File: src/rtl/tsenc_pkg.sv
package tsenc_pkg;

    // Tracking state of the edge detector
    typedef enum logic [0:0] {
        ST_PRIME = 1'b0,   // first snapshot after reset: record level only
        ST_TRACK = 1'b1    // compare each snapshot with the recorded level
    } trk_state_e;

    // Number of taps contributed by one carry element
    localparam int TAPS_PER_ELEM = 4;

endpackage

File: src/rtl/tsenc_edge.sv
module tsenc_edge
    import tsenc_pkg::*;
#(
    parameter int TAP_W = 32,
    parameter int RAW_W = 6
) (
    input  logic             clk,
    input  logic             rst_n,
    input  logic [TAP_W-1:0] taps_i,
    output logic             hit_o,
    output logic             pol_o,
    output logic [RAW_W-1:0] raw_o
);

    trk_state_e       state_q;
    trk_state_e       state_d;
    logic             ref_q;
    logic             edge_now;
    logic [TAP_W-1:0] moved;
    logic [RAW_W-1:0] reach;

    // Next-state logic: PRIME_TO_TRACK after one clock, TRACK_HOLD afterwards
    always_comb begin
        state_d = state_q;
        unique case (state_q)
            ST_PRIME: state_d = ST_TRACK;
            ST_TRACK: state_d = ST_TRACK;
            default:  state_d = ST_PRIME;
        endcase
    end

    // Edge decision and tap population count (tolerant of bubbles)
    always_comb begin
        edge_now = (state_q == ST_TRACK) && (taps_i[0] != ref_q);
        moved    = taps_i ^ {TAP_W{ref_q}};
        reach    = '0;
        for (int i = 0; i < TAP_W; i++) begin
            reach = reach + RAW_W'(moved[i]);
        end
    end

    // State register
    always_ff @(posedge clk or negedge rst_n) begin
        if (!rst_n) begin
            state_q <= ST_PRIME;
        end else begin
            state_q <= state_d;
        end
    end

    // Registered outputs and reference level
    always_ff @(posedge clk or negedge rst_n) begin
        if (!rst_n) begin
            ref_q <= 1'b0;
            hit_o <= 1'b0;
            pol_o <= 1'b0;
            raw_o <= '0;
        end else begin
            ref_q <= taps_i[0];
            hit_o <= edge_now;
            pol_o <= taps_i[0];
            raw_o <= edge_now ? reach : '0;
        end
    end

endmodule

File: src/rtl/tsenc_coarse.sv
module tsenc_coarse #(
    parameter int CNT_W = 25
) (
    input  logic             clk,
    input  logic             rst_n,
    output logic [CNT_W-1:0] snap_o
);

    logic [CNT_W-1:0] count_q;

    // Free-running cycle count; snap_o lines up with the edge stage
    always_ff @(posedge clk or negedge rst_n) begin
        if (!rst_n) begin
            count_q <= '0;
            snap_o  <= '0;
        end else begin
            count_q <= count_q + 1'b1;
            snap_o  <= count_q;
        end
    end

endmodule

File: src/rtl/tsenc_align.sv
module tsenc_align #(
    parameter int DATA_W = 27,
    parameter int DEPTH  = 2
) (
    input  logic              clk,
    input  logic              rst_n,
    input  logic [DATA_W-1:0] d_i,
    output logic [DATA_W-1:0] q_o
);

    logic [DATA_W-1:0] stage_q [DEPTH];

    generate
        for (genvar s = 0; s < DEPTH; s++) begin : g_stage
            if (s == 0) begin : g_head
                always_ff @(posedge clk or negedge rst_n) begin
                    if (!rst_n) stage_q[0] <= '0;
                    else        stage_q[0] <= d_i;
                end
            end else begin : g_body
                always_ff @(posedge clk or negedge rst_n) begin
                    if (!rst_n) stage_q[s] <= '0;
                    else        stage_q[s] <= stage_q[s-1];
                end
            end
        end
    endgenerate

    assign q_o = stage_q[DEPTH-1];

endmodule

File: src/rtl/tsenc_assemble.sv
module tsenc_assemble #(
    parameter int COARSE_W = 25,
    parameter int FRAC_W   = 13,
    localparam int TS_W    = COARSE_W + FRAC_W
) (
    input  logic                clk,
    input  logic                rst_n,
    input  logic                hit_i,
    input  logic                pol_i,
    input  logic [COARSE_W-1:0] coarse_i,
    input  logic [FRAC_W-1:0]   frac_i,
    input  logic [TS_W-1:0]     offset_i,
    output logic [TS_W-1:0]     ts_o,
    output logic                pol_o,
    output logic                valid_o
);

    logic [TS_W-1:0] fixed_pt;
    logic [TS_W-1:0] deskewed;

    always_comb begin
        fixed_pt = {coarse_i, frac_i};
        deskewed = fixed_pt + offset_i;
    end

    always_ff @(posedge clk or negedge rst_n) begin
        if (!rst_n) begin
            ts_o    <= '0;
            pol_o   <= 1'b0;
            valid_o <= 1'b0;
        end else begin
            valid_o <= hit_i;
            if (hit_i) begin
                ts_o  <= deskewed;
                pol_o <= pol_i;
            end
        end
    end

endmodule

File: src/rtl/edge_timestamper.sv
module edge_timestamper
    import tsenc_pkg::*;
#(
    parameter int CARRY_ELEMS = 8,
    parameter int FRAC_W      = 13,
    parameter int COARSE_W    = 25,
    parameter int LUT_LAT     = 2,
    localparam int TAP_W      = TAPS_PER_ELEM * CARRY_ELEMS,
    localparam int RAW_W      = $clog2(TAP_W + 1),
    localparam int TS_W       = COARSE_W + FRAC_W
) (
    input  logic              clk,
    input  logic              rst_n,
    input  logic [TAP_W-1:0]  taps_i,
    input  logic [TS_W-1:0]   offset_i,
    output logic [RAW_W-1:0]  lut_addr_o,
    output logic              lut_req_o,
    input  logic [FRAC_W-1:0] lut_data_i,
    output logic [TS_W-1:0]   ts_o,
    output logic              ts_pol_o,
    output logic              ts_valid_o
);

    localparam int SIDE_W = COARSE_W + 2;

    logic                hit_s1;
    logic                pol_s1;
    logic [RAW_W-1:0]    raw_s1;
    logic [COARSE_W-1:0] coarse_s1;
    logic [SIDE_W-1:0]   side_in;
    logic [SIDE_W-1:0]   side_out;

    tsenc_edge #(
        .TAP_W (TAP_W),
        .RAW_W (RAW_W)
    ) u_edge (
        .clk    (clk),
        .rst_n  (rst_n),
        .taps_i (taps_i),
        .hit_o  (hit_s1),
        .pol_o  (pol_s1),
        .raw_o  (raw_s1)
    );

    tsenc_coarse #(
        .CNT_W (COARSE_W)
    ) u_coarse (
        .clk    (clk),
        .rst_n  (rst_n),
        .snap_o (coarse_s1)
    );

    assign lut_addr_o = raw_s1;
    assign lut_req_o  = hit_s1;
    assign side_in    = {hit_s1, pol_s1, coarse_s1};

    tsenc_align #(
        .DATA_W (SIDE_W),
        .DEPTH  (LUT_LAT)
    ) u_align (
        .clk   (clk),
        .rst_n (rst_n),
        .d_i   (side_in),
        .q_o   (side_out)
    );

    tsenc_assemble #(
        .COARSE_W (COARSE_W),
        .FRAC_W   (FRAC_W)
    ) u_asm (
        .clk      (clk),
        .rst_n    (rst_n),
        .hit_i    (side_out[SIDE_W-1]),
        .pol_i    (side_out[SIDE_W-2]),
        .coarse_i (side_out[COARSE_W-1:0]),
        .frac_i   (lut_data_i),
        .offset_i (offset_i),
        .ts_o     (ts_o),
        .pol_o    (ts_pol_o),
        .valid_o  (ts_valid_o)
    );

endmodule

File: config.mk
export PLATFORM = sky130hd
export DESIGN_NAME = edge_timestamper
export DESIGN_NICKNAME = d
export VERILOG_FILES = /design/src/rtl/tsenc_pkg.sv /design/src/rtl/tsenc_edge.sv /design/src/rtl/tsenc_coarse.sv /design/src/rtl/tsenc_align.sv /design/src/rtl/tsenc_assemble.sv /design/src/rtl/edge_timestamper.sv
export SDC_FILE = /design/constraint.sdc
export NUM_CORES = 1
export LEC_CHECK = 0
export BUFFER_PORTS_ARGS = -buffer_cell sky130_fd_sc_hd__buf_2
export CAP_MARGIN = 30
export CORE_MARGIN = 3
export CORE_UTILIZATION = 45
export CTS_BUF_LIST = sky130_fd_sc_hd__clkbuf_2
export CTS_CLUSTER_SIZE = 8
export DETAILED_ROUTE_END_ITERATION = 7
export GPL_ROUTABILITY_DRIVEN = 0
export PLACE_DENSITY = 0.66
export SLEW_MARGIN = 20
export SYNTH_ARGS = -nofsm -noshare
export SYNTH_HDL_FRONTEND = slang
export SYNTH_SLANG_ARGS = --single-unit
export TNS_END_PERCENT = 10
File: constraint.sdc
create_clock -name clk -period 10.1 [get_ports clk]
set_input_delay 1.01 -clock clk [delete_from_list [all_inputs] [get_ports clk]]
set_output_delay 1.01 -clock clk [all_outputs]
set_load 0.01 [all_outputs]
* Word-level counts from Yosys, hierarchy flattened
Cells that the tools add are included.
Storage, ports and cells: register bits 153, output and inout port bits 47, logic and storage cells 48
Cells by class: add/subtract/negate cells 33, eq/ne operators 1, mux-type cells 1, bitwise logic cells 1, reduce and logical (&&, ||, !) cells 1
Operators by type and width (count):
- 6-bit by 1-bit adder with 6-bit output | 30
- 38-bit adder | 1
- 32-bit XOR | 1
- 25-bit by 1-bit adder with 25-bit output, second input constant | 1
- 6-bit two-way mux | 1
- 1-bit by 1-bit adder with 2-bit output | 1
- 1-bit logical AND | 1
- 1-bit != test | 1

* Depth between registers and ports, before layout
Gate-level depths: netlist of run 1.
depth in word-level cells 33, mapped depth 18, gate-level depth less buffers 16

* Hierarchy
A second synthesis of run 1 with hierarchy kept.
Unflattened totals: cells, all modules 692, area, all modules 8086.5 um2
By module, submodules not included:
- tsenc_assemble | instances 1, cells each 382, area an instance 3465.8 um2, sequential area each 1001.0 um2
- tsenc_coarse | instances 1, cells each 110, area an instance 1731.7 um2, sequential area each 1251.2 um2
- tsenc_align | instances 1, cells each 81, area an instance 1554.0 um2, sequential area each 1351.3 um2
- tsenc_edge | instances 1, cells each 119, area an instance 1335.0 um2, sequential area each 225.2 um2

* Least setup slack after synthesis of run 1
OpenSTA, ideal clock, no wires.
kind input -> register, start input taps_i[0], end register u_edge.raw_o[4], setup time 0.124 ns, data arrival time 5.852 ns, data required time 9.976 ns, slack 4.124 ns, stages on the path 16, path through xor2_1 > ha_1 > fa_1 > fa_1 > fa_1 > fa_1 > inv_1 > fa_1 > fa_1 > fa_1 > fa_1 > inv_1 > a21o_1 > a21oi_1 > xor2_1 > nor2_1
On the way: longest elaborated chain between the ends 33
RTL lines:
- from (decl) | line edge_timestamper.sv:14 | input logic [TAP_W-1:0] taps_i,
- 32-bit XOR | line tsenc_edge.sv:35 | moved = taps_i ^ {TAP_W{ref_q}};
- 1-bit by 1-bit adder with 2-bit output | line tsenc_edge.sv:38 | reach = reach + RAW_W'(moved[i]);
- 6-bit by 1-bit adder with 6-bit output (30 in series) | line tsenc_edge.sv:38
- 6-bit two-way mux (*) | line tsenc_edge.sv:62 | raw_o <= edge_now ? reach : '0;
- to (signal assigned) | line tsenc_edge.sv:62
- to (decl) | line tsenc_edge.sv:12 | output logic [RAW_W-1:0] raw_o
Mark *: on every way between the ends. The rest lies on a longest branch, timed or not. A chain may end at the register's enable or synchronous reset.

==> impl_metrics.ini, run 1 <==
[power_and_ir_drop]
combPwrFrac = 0.476
pwr-share-clk = 0.174
peakVddDrop_v = 0.000247
p_leak_nw = 4.48
finalPower_w = 0.00196
powerDensity_mw_per_mm2 = 212
switching_share = 0.390
intPower_w = 0.00119
p_seq_frac = 0.350
power_switching_w = 0.000765

[logic_synthesis]
synth.net_count = 898
async_flop_share = 1.00
synth-compound-area-share = 0.134
ys_types = 58
synth_top_area_cell = dfrtp_1
muxShareOfSynthArea = 0.0301
synth-simple-area-share = 0.115
synth_top_family_by_area = compound AO/OA/AOI/OAI gates
synth.most_common_cell = dfrtp_1
syn_area_per_cell_um2 = 10.9
synth_top_area_share = 0.472
yosysWarnings = 0
ys_seq_area_frac = 0.472
synth_cells = 742
netlist_area_mm2 = 0.00811
synthTopCellsByArea = dfrtp_1, ha_1, fa_1
synthTopCellsByCount = dfrtp_1, nand2_1, xnor2_1, a21oi_1, ha_1
synth-xor-area-share = 0.0842
ys_seq_elements = 153
synth_ff_type = dfrtp_1
synth_edf_count = 0
yosys.area_share.adder = 0.133

[worst_setup_path]
reg2reg_depth = 17
end_kind = flip-flop
start_kind = flip-flop
reg2reg_to = u_edge.raw_o[4]$_DFF_PN0_
r2r_setup_slack_ns = 4.17
worstPathMaxFanout = 22
cp.arrival_ns = 6.60
r2r_start = u_edge.pol_o$_DFF_PN0_
crit_type = reg2reg
worstPathRequired_ns = 10.76

[grt]
gr-total-overflow = 0
grt.total_usage = 0.179
grt_start_max_net_pins = 82
antenna_found_initial = 1
grt_pass1_vias = 5797
grt_first_pass_wirelength_um = 28500

[clock_network]
cts_resized = 0
numCtsBuffers = 17
cts_setup_buffers = 0
cts_max_path_buffers = 2
root_buffer = clkbuf_2
htree_levels = 4
clk_pin_slew_ns = 0.27
cts_tree = yes
clock-sinks = 153
clk_latency_ns = 0.76
holdBufCountCts = 0

[sta]
hold_viol_final = 0
fin_tns_setup_ns = 0
setup_viol = 0
slew_headroom = 0.548
rsz0062_at_grt = no
slew_violations = 0
tightest_slew_ns = 0.679
timing.fmax_ghz = 0.169
clock-skew-final_ns = 0.0518
post-route-min-period_ns = 5.93
timing.final.crit_share = 0.587
setup_ws_ns = 4.17

[route]
via_per_inst = 5.26
final_antenna_net_count = 0
drt_iter0_markers = 401
drc = 0
wl_per_cell_um = 15.4
firstDrtPassIters = 5
drt_wl_total_um = 17000
vias = 5814

[run_status]
status = finished, final reports clean

[job]
drv_cap = 0

[floorplan]
core_area_mm2 = 0.0175
start_util = 0.464
fp.dieArea_mm2 = 0.0197
num_rows = 48
die_h_um = 140
ios = 132
chipWidth_um = 140

[hold_path]
hp-class = in2async

[cells_and_area]
drive_gt1_frac = 0.220
final_net_count = 1023
area_growth_pct = 13.7
fin_util = 0.528
n_fill_cell = 1596

[placed_design]
dpl_worst_slack_ns = 3.77
io_buffer_count = 131
dpl.hpwl_um = 13000
## sequential cells by signal (all words and copies together) (netlist names)
signal / count
u_asm.ts_o: 38
u_asm.valid_o: 1
u_edge.hit_o: 1
u_align.q_o: 27
u_coarse.snap_o: 25
u_align.stage_q: 27
u_asm.pol_o: 1
u_edge.pol_o: 1
u_edge.state_q: 1
u_edge.raw_o: 6
u_coarse.count_q: 25
## logic make-up (layout without fill, tap and decap cells)
| family | after synthesis | after routing |
|---|---|---|
| AO/OA/AOI/OAI | 162 | 162 |
| adder cells (fa/ha/maj) | 71 | 71 |
| XOR/XNOR | 78 | 78 |
| multiplexers | 22 | 22 |
| flip-flops | 153 | 153 |
| other | 1 | 2 |
| AND/OR/NAND/NOR | 191 | 191 |
| buffers and inverters | 64 | 202 |
## routing by layer
metal	track usage	up-vias	wire [µm]
met2	0.282	131	7960
li1	-	2855	-
met5	0	-	0
met3	0.0376	32	715
met1	0.247	2796	7880
met4	0.0627	0	442
## cell type report
class,count,area (µm²),share of cell area
sequential,153,3830,0.415
timing repair buffer,136,719,0.0780
clock buffer,17,85.1,0.00922
tap,225,282,0.0305
inverter,34,128,0.0138
multi-input combinational,525,4030,0.437
clock inverter,15,150,0.0163
antenna,1,2.50,0.000271
## worst max path at each step
stage                            from                   endpoint  slack, ns
6_report       u_edge.pol_o$_DFF_PN0_  u_edge.raw_o[4]$_DFF_PN0_       4.17
5_1_grt        u_edge.pol_o$_DFF_PN0_  u_edge.raw_o[4]$_DFF_PN0_       3.88
4_1_cts        u_edge.pol_o$_DFF_PN0_  u_edge.raw_o[4]$_DFF_PN0_       4.11
3_5_place_dp                taps_i[0]  u_edge.raw_o[4]$_DFF_PN0_       3.77
3_3_place_gp                taps_i[0]  u_edge.raw_o[4]$_DFF_PN0_       3.83
2_1_floorplan               taps_i[0]  u_edge.raw_o[4]$_DFF_PN0_       4.12
## per-stage QoR
step	hold slack, ns	instances	area, µm²
floorplan	0.331	742	8110
global placement	0.332	1072	8960
detailed placement	0.335	1072	8960
CTS	0.193	1104	9200
global route	0.188	1106	9230
finish	0.219	1106	9230
## critical path, stage by stage (launching register included)
cell and delay, ns:
dfrtp_1 0.76, buf_4 0.44, xnor2_1 0.16, fa_1 0.52, fa_1 0.55, inv_1 0.05
fa_1 0.46, fa_1 0.49, inv_1 0.05, fa_1 0.50, fa_1 0.51, fa_1 0.47
fa_1 0.41, inv_1 0.07, a21o_1 0.11, a21oi_1 0.08, xor2_1 0.15, nor2_1 0.10
## power groups by stage
stage / Combinational [W] / Clock [W] / Sequential [W]
after floorplan: 0.000712 / 0 / 0.000717
after global placement: 0.000918 / 0 / 0.000696
after detailed placement: 0.000948 / 0 / 0.000697
after CTS: 0.000954 / 0.000353 / 0.000686
after global routing: 0.00110 / 0.000380 / 0.000692
final: 0.000933 / 0.000342 / 0.000686
## cell usage in the layout (no fill, tap or decap), types with 25 or more instances in the layout
cell type / instances
fa_1: 25
o21ai_0: 29
nand2_1: 57
buf_2: 130
nand3_1: 28
dfrtp_1: 153
xnor2_1: 49
xor2_1: 29
inv_1: 34
nor2_1: 40
a21oi_1: 48
ha_1: 46
Note: power is estimated with default switching activity, not from simulation.
==> run 2: changes to the inputs <==
==> constraint.sdc (replaced) <==
create_clock -name clk -period 5.63 [get_ports clk]
set_input_delay 0.563 -clock clk [delete_from_list [all_inputs] [get_ports clk]]
set_output_delay 0.563 -clock clk [all_outputs]
set_load 0.01 [all_outputs]
==> impl_metrics.ini, run 2 (same netlist as run 1, synthesis figures left out) <==
[run_status]
status = finished, final reports clean

[floorplan]
core_area_mm2 = 0.0175
num_rows = 48
die_h_um = 140
start_util = 0.464
chipWidth_um = 140
ios = 132
fp.dieArea_mm2 = 0.0197

[sta]
hold_viol_final = 0
timing.final.crit_share = 0.967
slew_violations = 0
timing.fmax_ghz = 0.184
slew_headroom = 0.440
tightest_slew_ns = 0.840
fin_tns_setup_ns = 0
clock-skew-final_ns = 0.0414
setup_viol = 0
post-route-min-period_ns = 5.45

[worst_setup_path]
start_kind = primary input
cp.arrival_ns = 6.07
worst-path-buf-inv = 4
crit_type = in2reg
path_cells = dlygate4sd3_1 > buf_2 > xor2_1 > ha_1 > fa_1 > fa_1 > fa_1 > fa_1 > inv_1 > fa_1 > fa_1 > fa_2 > fa_1 > inv_1 > a21o_1 > a21oi_1 > xor2_1 > nor2_1
worstPathMaxFanout = 2
critPathMostFrequentCell = fa_1
end_kind = flip-flop
cp_num_cells = 18
cpPeakStageDelay_ns = 0.57
critPathSlowestCell = fa_1
r2r_start = u_edge.pol_o$_DFF_PN0_
worstPathRequired_ns = 6.26
crit_start = taps_i[0]
reg2reg_depth = 16
path_delay_family = adder cells

[cells_and_area]
regMostFlops = u_asm.ts_o
stdcell_count = 1112
regArea_mm2 = 0.00383
layout.cells.most_common_list = dfrtp_1, buf_2, nand2_1, a21oi_1
multi_input_comb_area_mm2 = 0.00406
area_growth_pct = 14.9
final_net_count = 1028
n_fill_cell = 1565
drive_gt1_frac = 0.229
final_common_cell = dfrtp_1
largest_register_ff_count = 38

[route]
firstDrtPassIters = 4
via_per_inst = 5.20
drt_wl_total_um = 17200
final_antenna_net_count = 0
drc = 0
vias = 5782
wl_per_cell_um = 15.4
drt_iter0_markers = 358

[clock_network]
clk_latency_ns = 0.75
numCtsBuffers = 17
htree_levels = 4
cts_tree = yes
root_buffer = clkbuf_2
cts_max_path_buffers = 2
cts_setup_buffers = 0
clk_pin_slew_ns = 0.27
clock-sinks = 153

[placed_design]
dpl.hpwl_um = 13000
dp_cells = 1076
io_buffer_count = 131

[hold_path]
hp-start = lut_data_i[0]
whs_path_depth = 3
hp-class = in2reg

[power_and_ir_drop]
finalPower_w = 0.00360
peakVddDrop_v = 0.000545
p_leak_nw = 4.52
powerDensity_mw_per_mm2 = 386

[grt]
grt_first_pass_wirelength_um = 28100
grt_start_max_net_pins = 95
antenna_found_initial = 2
grt.total_usage = 0.177
grt_pass1_vias = 5829
gr-total-overflow = 0

[job]
drv_cap = 0
-- run 2: cell types whose count changed in the layout (fill, tap and decap cells not counted), moves of 2 or more --
cell	change
xnor2_1	-3
dlygate4sd3_1	+2
buf_4	+3
xnor2_2	+3
clkinv_8	+7
inv_6	-4
-- run 2: cell type report --
class,instances,share of cell area
repair buffers,141,0.0800
clock inverters,15,0.0208
well taps,225,0.0302
clock buffers,17,0.00912
inverters,34,0.0137
flip-flops and latches,153,0.411
diodes,2,0.000537
multi-input cells,525,0.435
-- run 2: stage by stage --
| step | hold slack [ns] | utilization | setup WS, ns | area [µm²] |
|---|---|---|---|---|
| floorplan | 0.267 | - | 0.00668 | 8120 |
| global placement | 0.332 | 0.514 | -0.138 | 8990 |
| detailed placement | 0.335 | 0.514 | -0.207 | 8990 |
| CTS | 0.0764 | 0.532 | 0.0367 | 9290 |
| global route | 0.0701 | 0.534 | -0.00690 | 9330 |
| finish | 0.150 | 0.534 | 0.184 | 9330 |
-- run 2: per-layer routing --
metal  global-route usage  part of all wire  up-vias
li1                     -                 -     2870
met1                0.234              0.45     2746
met2                0.294              0.49      141
met3               0.0372             0.046       25
met5                    0                 0        -
met4               0.0566             0.017        0
-- run 2: worst register-to-register path: cells and delay by family (launching register included) --
kind | cells | cell delay, ns
AOI/OAI and AO/OA | 2 | 0.18
buffers and inverters | 2 | 0.12
xor gates and xnor gates | 2 | 0.31
DFF | 1 | 0.50
adders and majority gates | 9 | 4.12
and+or+nand+nor | 1 | 0.05
-- run 2: path summary, 6_finish.rpt --
check,slack (ns),end
max in group asynchronous,3.93,u_edge.pol_o$_DFF_PN0_
min reg2reg,0.35,u_align.q_o[10]$_DFF_PN0_
min in group asynchronous,0.41,u_asm.ts_o[5]$_DFFE_PN0P_
min,0.15,u_asm.ts_o[0]$_DFFE_PN0P_
max,0.18,u_edge.raw_o[4]$_DFF_PN0_
max reg2reg,0.25,u_edge.raw_o[4]$_DFF_PN0_
-- run 2: repair_timing --
action | CTS | global route
hold buffers | 2 | 0
resized for setup | 0 | 6
hold endpoints to repair | 94 | 0
endpoints found under the setup margin | 0 | 2
-- run 2: power breakdown --
group	internal [W]	switching [W]
logic	0.000824	0.000901
clock network	0.000160	0.000483
registers	0.00119	0.0000433
total	0.00217	0.00143
